`src/rtl/imdu_pkg.sv`:
```
package imdu_pkg;

   // result source selected for the output mux
   typedef enum logic [1:0] {
      SEL_LO  = 2'd0,
      SEL_HI  = 2'd1,
      SEL_QUO = 2'd2,
      SEL_EXC = 2'd3
   } res_sel_e;

   // divider sequencing
   typedef enum logic [1:0] {
      DV_IDLE = 2'd0,
      DV_ITER = 2'd1,
      DV_FIX  = 2'd2
   } dv_state_e;

   // operation code fields
   localparam int OPB_DIV    = 2;   // 1: divide
   localparam int OPB_SIGNED = 0;   // 1: signed operands / signed early exit

   function automatic logic op_is_div(input logic [2:0] op);
      return op[OPB_DIV];
   endfunction

   function automatic logic op_signed(input logic [2:0] op);
      return op[OPB_SIGNED];
   endfunction

   // high word for 001 and 010, low word for 000 and 011
   function automatic logic op_high(input logic [2:0] op);
      return op[1] ^ op[0];
   endfunction

endpackage

```
`src/rtl/imdu_mul_core.sv`:
```
module imdu_mul_core #(
   parameter int XLEN       = 32,
   parameter int CHUNK      = 8,
   parameter bit EARLY_EXIT = 1'b1
) (
   input  logic              clk,
   input  logic              rst_n,
   input  logic              start,
   input  logic              is_signed,
   input  logic [XLEN-1:0]   op_a,
   input  logic [XLEN-1:0]   op_b,
   output logic              done,
   output logic [2*XLEN-1:0] product
);
   localparam int PW     = 2 * XLEN;
   localparam int NCHUNK = XLEN / CHUNK;
   localparam int CW     = $clog2(NCHUNK + 1);

   logic              busy_q;
   logic              sgn_q;
   logic              done_q;
   logic [PW-1:0]     a_sh_q;
   logic [PW-1:0]     acc_q;
   logic [PW-1:0]     prod_q;
   logic [XLEN-1:0]   b_sh_q;
   logic [CW-1:0]     idx_q;

   logic [CHUNK-1:0]  chunk;
   logic [PW-1:0]     partial;
   logic [PW-1:0]     acc_sum;
   logic [PW-1:0]     a_next;
   logic [PW-1:0]     acc_final;
   logic [XLEN-1:0]   b_next;
   logic [XLEN-1:0]   fill;
   logic              neg_tail;
   logic              last_chunk;
   logic              finish;

   assign chunk      = b_sh_q[CHUNK-1:0];
   assign partial    = a_sh_q * {{(PW-CHUNK){1'b0}}, chunk};
   assign acc_sum    = acc_q + partial;
   assign a_next     = a_sh_q << CHUNK;
   assign neg_tail   = sgn_q & chunk[CHUNK-1];
   assign fill       = {XLEN{neg_tail}};
   assign last_chunk = (idx_q == CW'(NCHUNK - 1));
   // a negative tail weighs -2^(consumed bits); take one multiplicand at that weight back
   assign acc_final  = neg_tail ? (acc_sum - a_next) : acc_sum;

   always_comb begin
      if (sgn_q) b_next = $signed(b_sh_q) >>> CHUNK;
      else       b_next = b_sh_q >> CHUNK;
   end

   generate
      if (EARLY_EXIT) begin : g_early
         assign finish = last_chunk | (b_next == fill);
      end else begin : g_full
         assign finish = last_chunk;
      end
   endgenerate

   always_ff @(posedge clk or negedge rst_n) begin
      if (!rst_n) begin
         busy_q <= 1'b0;
         sgn_q  <= 1'b0;
         done_q <= 1'b0;
         a_sh_q <= '0;
         acc_q  <= '0;
         prod_q <= '0;
         b_sh_q <= '0;
         idx_q  <= '0;
      end else begin
         done_q <= 1'b0;
         if (start) begin
            busy_q <= 1'b1;
            sgn_q  <= is_signed;
            a_sh_q <= is_signed ? {{XLEN{op_a[XLEN-1]}}, op_a} : {{XLEN{1'b0}}, op_a};
            b_sh_q <= op_b;
            acc_q  <= '0;
            idx_q  <= '0;
         end else if (busy_q) begin
            acc_q  <= acc_sum;
            a_sh_q <= a_next;
            b_sh_q <= b_next;
            idx_q  <= idx_q + 1'b1;
            if (finish) begin
               busy_q <= 1'b0;
               prod_q <= acc_final;
               done_q <= 1'b1;
            end
         end
      end
   end

   assign done    = done_q;
   assign product = prod_q;

   p_chunk_bound_r6: assert property (@(posedge clk) disable iff (!rst_n)
      busy_q |-> (idx_q < CW'(NCHUNK)));

   p_mul_pulse_r1: assert property (@(posedge clk) disable iff (!rst_n)
      done_q |=> !done_q);

   p_no_start_busy_r1: assert property (@(posedge clk) disable iff (!rst_n)
      busy_q |-> !start);

endmodule

```
`src/rtl/imdu_div_core.sv`:
```
module imdu_div_core #(
   parameter int XLEN = 32
) (
   input  logic            clk,
   input  logic            rst_n,
   input  logic            start,
   input  logic            neg_res,
   input  logic [XLEN-1:0] dividend,
   input  logic [XLEN-1:0] divisor,
   output logic            done,
   output logic [XLEN-1:0] quotient
);
   import imdu_pkg::*;

   localparam int CW = $clog2(XLEN + 1);

   dv_state_e       state_q;
   logic [XLEN-1:0] rem_q;
   logic [XLEN-1:0] quo_q;
   logic [XLEN-1:0] dvs_q;
   logic [XLEN-1:0] res_q;
   logic [CW-1:0]   cnt_q;
   logic            neg_q;
   logic            done_q;

   logic [XLEN:0]   r_sh;
   logic [XLEN:0]   diff;
   logic            take;

   assign r_sh = {rem_q, quo_q[XLEN-1]};
   assign diff = r_sh - {1'b0, dvs_q};
   assign take = ~diff[XLEN];

   always_ff @(posedge clk or negedge rst_n) begin
      if (!rst_n) begin
         state_q <= DV_IDLE;
         rem_q   <= '0;
         quo_q   <= '0;
         dvs_q   <= '0;
         res_q   <= '0;
         cnt_q   <= '0;
         neg_q   <= 1'b0;
         done_q  <= 1'b0;
      end else begin
         done_q <= 1'b0;
         case (state_q)
            DV_IDLE: begin
               if (start) begin
                  rem_q   <= '0;
                  quo_q   <= dividend;
                  dvs_q   <= divisor;
                  neg_q   <= neg_res;
                  cnt_q   <= '0;
                  state_q <= DV_ITER;
               end
            end
            DV_ITER: begin
               rem_q <= take ? diff[XLEN-1:0] : r_sh[XLEN-1:0];
               quo_q <= {quo_q[XLEN-2:0], take};
               cnt_q <= cnt_q + 1'b1;
               if (cnt_q == CW'(XLEN - 1)) state_q <= DV_FIX;
            end
            DV_FIX: begin
               res_q   <= neg_q ? (~quo_q + 1'b1) : quo_q;
               done_q  <= 1'b1;
               state_q <= DV_IDLE;
            end
            default: state_q <= DV_IDLE;
         endcase
      end
   end

   assign done     = done_q;
   assign quotient = res_q;

   p_rem_below_div_r7: assert property (@(posedge clk) disable iff (!rst_n)
      (state_q == DV_FIX) |-> (rem_q < dvs_q));

   p_iter_bound_r7: assert property (@(posedge clk) disable iff (!rst_n)
      (state_q == DV_ITER) |-> (cnt_q < CW'(XLEN)));

   p_nonzero_div_r9: assert property (@(posedge clk) disable iff (!rst_n)
      start |-> (divisor != '0));

   p_div_pulse_r1: assert property (@(posedge clk) disable iff (!rst_n)
      done_q |=> !done_q);

endmodule

```
`src/rtl/imdu_top.sv`:
```
module imdu_top #(
   parameter int XLEN       = 32,
   parameter int CHUNK      = 8,
   parameter int TAG_W      = 4,
   parameter bit EARLY_EXIT = 1'b1
) (
   input  logic             clk,
   input  logic             rst_n,
   input  logic             in_valid,
   output logic             in_ready,
   input  logic [2:0]       in_op,
   input  logic [XLEN-1:0]  in_a,
   input  logic [XLEN-1:0]  in_b,
   input  logic [TAG_W-1:0] in_tag,
   output logic             out_valid,
   output logic [XLEN-1:0]  out_result,
   output logic [TAG_W-1:0] out_tag,
   output logic             out_exc
);
   import imdu_pkg::*;

   localparam logic [XLEN-1:0] MIN_NEG = {1'b1, {(XLEN-1){1'b0}}};
   localparam logic [XLEN-1:0] ALL_ONE = {XLEN{1'b1}};

   if (CHUNK < 1 || (XLEN % CHUNK) != 0) begin : g_bad_chunk
      $error("imdu_top: CHUNK must divide XLEN");
   end
   if (XLEN < 2 || TAG_W < 1) begin : g_bad_width
      $error("imdu_top: XLEN must be at least 2 and TAG_W at least 1");
   end

   logic             accept;
   logic             is_div;
   logic             sgn;
   logic             dz;
   logic             ovf;
   logic             exc_now;
   logic             mul_start;
   logic             div_start;
   logic             div_neg;
   logic [XLEN-1:0]  a_mag;
   logic [XLEN-1:0]  b_mag;
   logic             mul_done;
   logic             div_done;
   logic [2*XLEN-1:0] mul_prod;
   logic [XLEN-1:0]  div_quo;

   logic             busy_q;
   logic             exc_q;
   logic [XLEN-1:0]  exc_res_q;
   logic [TAG_W-1:0] tag_q;
   res_sel_e         sel_q;

   assign accept    = in_valid & in_ready;
   assign is_div    = op_is_div(in_op);
   assign sgn       = op_signed(in_op);
   assign dz        = (in_b == '0);
   assign ovf       = sgn & (in_a == MIN_NEG) & (in_b == ALL_ONE);
   assign exc_now   = is_div & (dz | ovf);
   assign mul_start = accept & ~is_div;
   assign div_start = accept & is_div & ~exc_now;
   assign a_mag     = (sgn & in_a[XLEN-1]) ? (~in_a + 1'b1) : in_a;
   assign b_mag     = (sgn & in_b[XLEN-1]) ? (~in_b + 1'b1) : in_b;
   assign div_neg   = sgn & (in_a[XLEN-1] ^ in_b[XLEN-1]);

   imdu_mul_core #(
      .XLEN      (XLEN),
      .CHUNK     (CHUNK),
      .EARLY_EXIT(EARLY_EXIT)
   ) mul_i (
      .clk      (clk),
      .rst_n    (rst_n),
      .start    (mul_start),
      .is_signed(sgn),
      .op_a     (in_a),
      .op_b     (in_b),
      .done     (mul_done),
      .product  (mul_prod)
   );

   imdu_div_core #(
      .XLEN(XLEN)
   ) div_i (
      .clk     (clk),
      .rst_n   (rst_n),
      .start   (div_start),
      .neg_res (div_neg),
      .dividend(a_mag),
      .divisor (b_mag),
      .done    (div_done),
      .quotient(div_quo)
   );

   always_ff @(posedge clk or negedge rst_n) begin
      if (!rst_n) begin
         busy_q    <= 1'b0;
         exc_q     <= 1'b0;
         exc_res_q <= '0;
         tag_q     <= '0;
         sel_q     <= SEL_LO;
      end else begin
         exc_q <= accept & exc_now;
         if (accept) begin
            busy_q <= 1'b1;
            tag_q  <= in_tag;
            if (is_div) begin
               sel_q     <= exc_now ? SEL_EXC : SEL_QUO;
               exc_res_q <= dz ? ALL_ONE : MIN_NEG;
            end else begin
               sel_q <= op_high(in_op) ? SEL_HI : SEL_LO;
            end
         end else if (out_valid) begin
            busy_q <= 1'b0;
         end
      end
   end

   assign out_valid = mul_done | div_done | exc_q;
   assign in_ready  = ~busy_q | out_valid;
   assign out_tag   = tag_q;
   assign out_exc   = exc_q;

   always_comb begin
      case (sel_q)
         SEL_LO:  out_result = mul_prod[XLEN-1:0];
         SEL_HI:  out_result = mul_prod[2*XLEN-1:XLEN];
         SEL_QUO: out_result = div_quo;
         default: out_result = exc_res_q;
      endcase
   end

   p_quiet_idle_r1: assert property (@(posedge clk) disable iff (!rst_n)
      !busy_q |-> !(mul_done || div_done || exc_q));

   p_single_source_r1: assert property (@(posedge clk) disable iff (!rst_n)
      $onehot0({mul_done, div_done, exc_q}));

   p_exc_route_r9: assert property (@(posedge clk) disable iff (!rst_n)
      exc_q |-> (sel_q == SEL_EXC));

   p_tag_kept_r2: assert property (@(posedge clk) disable iff (!rst_n)
      (busy_q && !out_valid) |=> $stable(out_tag));

endmodule

```
`config.mk`:
```
export PLATFORM = sky130hd
export DESIGN_NAME = imdu_top
export DESIGN_NICKNAME = d
export VERILOG_FILES = /design/src/rtl/imdu_pkg.sv /design/src/rtl/imdu_mul_core.sv /design/src/rtl/imdu_div_core.sv /design/src/rtl/imdu_top.sv
export SDC_FILE = /design/constraint.sdc
export NUM_CORES = 2
export LEC_CHECK = 0
export ABC_AREA = 1
export BUFFER_PORTS_ARGS = -buffer_cell sky130_fd_sc_hd__clkbuf_2
export CAP_MARGIN = 20
export CORE_MARGIN = 1.5
export CORE_UTILIZATION = 50
export DETAILED_ROUTE_END_ITERATION = 16
export PLACE_DENSITY = 0.66
export RECOVER_POWER = 50
export SLEW_MARGIN = 20
export SYNTH_ARGS = -nofsm -noshare
export SYNTH_HDL_FRONTEND = slang
export SYNTH_SLANG_ARGS = --single-unit
export TNS_END_PERCENT = 5
```
`constraint.sdc`:
```
create_clock -name clk -period 8.2 [get_ports clk]
set_input_delay 0.41 -clock clk [delete_from_list [all_inputs] [get_ports clk]]
set_output_delay 0.41 -clock clk [all_outputs]
set_load 0.01 [all_outputs]
```
==> results by group <==
Run status
  – Outcome: finished with violations
  – Violated checks: capacitance limit, slew limit

Route
  – Drt first pass iters: 6
  – Mean number of vias per cell: approximately 5.5
  – DRC violations left: 0
  – Average wire per standard cell: 21.9 µm
  – Remaining number of nets flagged by the antenna check after routing: 0
  – Final wirelength: 170 mm
  – Via Count: around 43k
  – Number of design-rule violations left by the first detailed-router iteration: 4,024

Timing
  – Final Critical Period: 7.82 ns
  – Final setup fails: 0
  – Relative slew margins: -286%
  – Setup Total Neg Slack: 0 ns
  – Portion of the clock cycle consumed by the worst path in the final layout: between 90 and 100%
  – RSZ-0062 raised after global routing: false
  – Final critical-path setup slack: about 0.38 ns
  – Hold violation total from the final report: 0
  – Max Transition Viols Final: 363
  – Final worst clock skew: approximately 0.031 ns
  – Max Freq: 128 MHz
  – Pin slew with the least headroom to its limit: between 5 and 6 ns

Global route
  – Global-route wire length before repair: 260 mm
  – GRT Residual Overflow: 0
  – Initial antenna violation count: 3
  – Global-route total usage across every layer: 38.1%
  – Number of global-route vias before repair: 42.0k
  – Maximum number of pins on one net before global-route repair: 149

Yosys
  – Net count after synthesis: 7,243
  – Compound-Gate Fraction of Synth Area: 9.40%
  – Area share of fa/ha/maj cells after synthesis: 23.3%
  – Post-synthesis area per instance: 6.72 µm²
  – Area share of the largest cell type after synthesis: 21.4%
  – Seq cells post-synth: 378
  – Xor-xnor portion of the synthesized cell area: 2.65%
  – Largest cells by area after synthesis: sky130_fd_sc_hd__dfrtp_1, sky130_fd_sc_hd__fa_1, sky130_fd_sc_hd__nand2_1, sky130_fd_sc_hd__inv_1, sky130_fd_sc_hd__ha_1
  – Fraction of the yosys area taken by sequential cells: 21.4%
  – Number of warnings reported in the yosys synthesis log: 0
  – Post-synthesis simple-gate area fraction: approximately 28%
  – Multiplexer area fraction after synthesis: 0%
  – Number of different library cells in the post-synthesis netlist: 48
  – Number of synthesized flops with an enable pin: 0
  – Post-Syn Area: 44,300 µm²
  – Instance count of the mapped netlist: 6,590
  – Dominant cell type by area after synthesis: sky130_fd_sc_hd__dfrtp_1
  – Asr flop ratio synth: between 90% and 100%
  – Main combinational cell family by area after synthesis: simple AND/OR/NAND/NOR gates
  – Leading register cell type out of synthesis: sky130_fd_sc_hd__dfrtp_1

Clocking
  – Clock Tree Buf Depth: 3
  – Root buffer cell: sky130_fd_sc_hd__clkbuf_16
  – Clock buffers created by TritonCTS: 46
  – Count of buffers added by post-CTS timing repair for setup: 0
  – Source-to-sink clock delay at the later pin of the worst-skew pair: 0.63 ns
  – Number of levels the H-tree was split into: 2
  – CTS tree: yes
  – Count of clock tree sinks: ~380
  – Clock transition at the registers of the reported paths: ~0.060 ns

Layout
  – Post-synthesis to final-layout area growth: 7.27%
  – Total Nets Final: 7,236
  – Most common library cell in the layout ignoring fill and taps: sky130_fd_sc_hd__nand2_1
  – N_diodes: 0
  – Fraction of final layout cells sized beyond drive strength 1: about 4.0%
  – Most frequent cells in the layout: sky130_fd_sc_hd__nand2_1, sky130_fd_sc_hd__inv_1, sky130_fd_sc_hd__fa_1, sky130_fd_sc_hd__nor2_1, sky130_fd_sc_hd__nand3_1

Placement
  – HPWL reported at the end of detailed placement: 139 mm
  – Count of buffers from port buffering: around 110
  – Routability Congestion: 1.06
  – Post-Place Worst Slack: ~0.46 ns

Floorplanning
  – Vertical die dimension: 301 µm
  – Count of boundary I/O pins: 113
  – Number of placement rows: 108
  – Initial Utilization: 50.7%
  – Die footprint: approximately 90,000 µm²
  – Core Area: 87,300 µm²
  – Width of the die: 301 µm

Critical path
  – CP Class: flop to flop
  – Crit path max-delay cell type: sky130_fd_sc_hd__dfrtp_2
  – Highest cell delay on the worst timing path: around 0.62 ns
  – Data required, critical path: 8.75 ns
  – Startpoint class of the critical path: flop
  – Max Fanout on Critical Path: 49
  – Critical path capture point type: flop
  – Data arrival time of the worst path: about 8.4 ns
  – Most Frequent Cell on Critical Path: sky130_fd_sc_hd__nand2_1

Hold path
  – Class of the tightest hold or removal check: input port to flop

Run
  – Number of maximum-capacitance constraint violations: 6
## per-stage QoR
| stage | instances | hold WS (ns) | utilization (%) | instance area, µm² |
|---|---|---|---|---|
| after detailed placement | 7685 | 0.451 | 52.6 | 45900 |
| final | 7773 | 0.142 | 54.4 | 47500 |
| after CTS | 7773 | 0.115 | 54.5 | 47600 |
| after global placement | 7685 | 0.451 | 52.6 | 45900 |
| after floorplan | 6590 | 0.114 | - | 44300 |
| after global routing | 7773 | 0.140 | 54.4 | 47500 |
## registers in the layout (all words and copies together), names as in the netlist, 2 cells and up
register and cells:
out_tag 4, mul_i.b_sh_q 32, div_i.state_q 2, mul_i.product 64, div_i.dvs_q 32, mul_i.idx_q 3
exc_res_q 2, div_i.cnt_q 6, div_i.quotient 32, mul_i.a_sh_q 64, div_i.rem_q 32, mul_i.acc_q 64
div_i.quo_q 32, sel_q 2
## kinds of logic after synthesis
family	Yosys count
adder cells (fa/ha/maj)	579
flip-flops	378
AND/OR/NAND/NOR	3073
buffers and inverters	1706
XOR/XNOR	134
AO/OA/AOI/OAI	720
## final timing paths
check                                     to  slack (ns)  cells after the start            start
max                        mul_i.product[44]        0.38                     33  mul_i.b_sh_q[1]
min                         mul_i.a_sh_q[22]        0.14                      3         in_a[22]
max reg2reg                mul_i.product[44]        0.38                     33  mul_i.b_sh_q[1]
min reg2reg                 div_i.state_q[1]        0.47                      1   div_i.cnt_q[5]
max in group asynchronous   mul_i.a_sh_q[49]        1.42                      4            rst_n
min in group asynchronous   mul_i.b_sh_q[23]        2.41                      2            rst_n
## layout make-up
cell class / instances / area [µm²]
clock buffer: 59 / 1260
clock inverter: 24 / 342
fill: 8981 / 39800
inverter: 1457 / 5470
multi-input combinational: 4506 / 28300
sequential: 378 / 9480
tap: 1155 / 1450
timing repair buffer: 194 / 1190
## worst max-delay path: cells and delay by family (launching register included)
kind,cells,cell delay [ns]
compound gates,6,1.93
flops,1,0.62
xor+xnor,1,0.33
buf+inv,8,0.70
simple gates,12,1.37
fa+ha+maj,6,2.76
## per-layer routing
layer  global-route usage, %  wire, µm  up-vias
met4                    19.8     10300        4
met2                    62.1     78700     1684
met1                    49.7     69200    20600
met5                       0        27        -
met3                    5.12     12200      375
li1                        -         -    20100
## synth_stat cells (all sizes together) (4+ instances only)
library cell,number
nand2,2051
inv,1455
fa,412
nor2,406
nand3,394
dfrtp,378
o21ai,274
a21oi,238
clkbuf,173
ha,167
xor2,102
nand4,92
buf,76
o221ai,69
nor3,54
o21bai,44
o22ai,32
xnor2,32
o211ai,25
and2,23
nor4,20
nand3b,19
a31oi,12
or2,12
o31ai,7
a21boi,4
a21o,4
## repair_timing
item	in CTS	in global routing
gates resized for setup	0	6
setup endpoints to repair	0	6
hold endpoints to repair	100	0
hold buffers	5	0
Power is not shown: default switching activity piles up to over one toggle a cycle in this logic, so the estimate is an artifact.
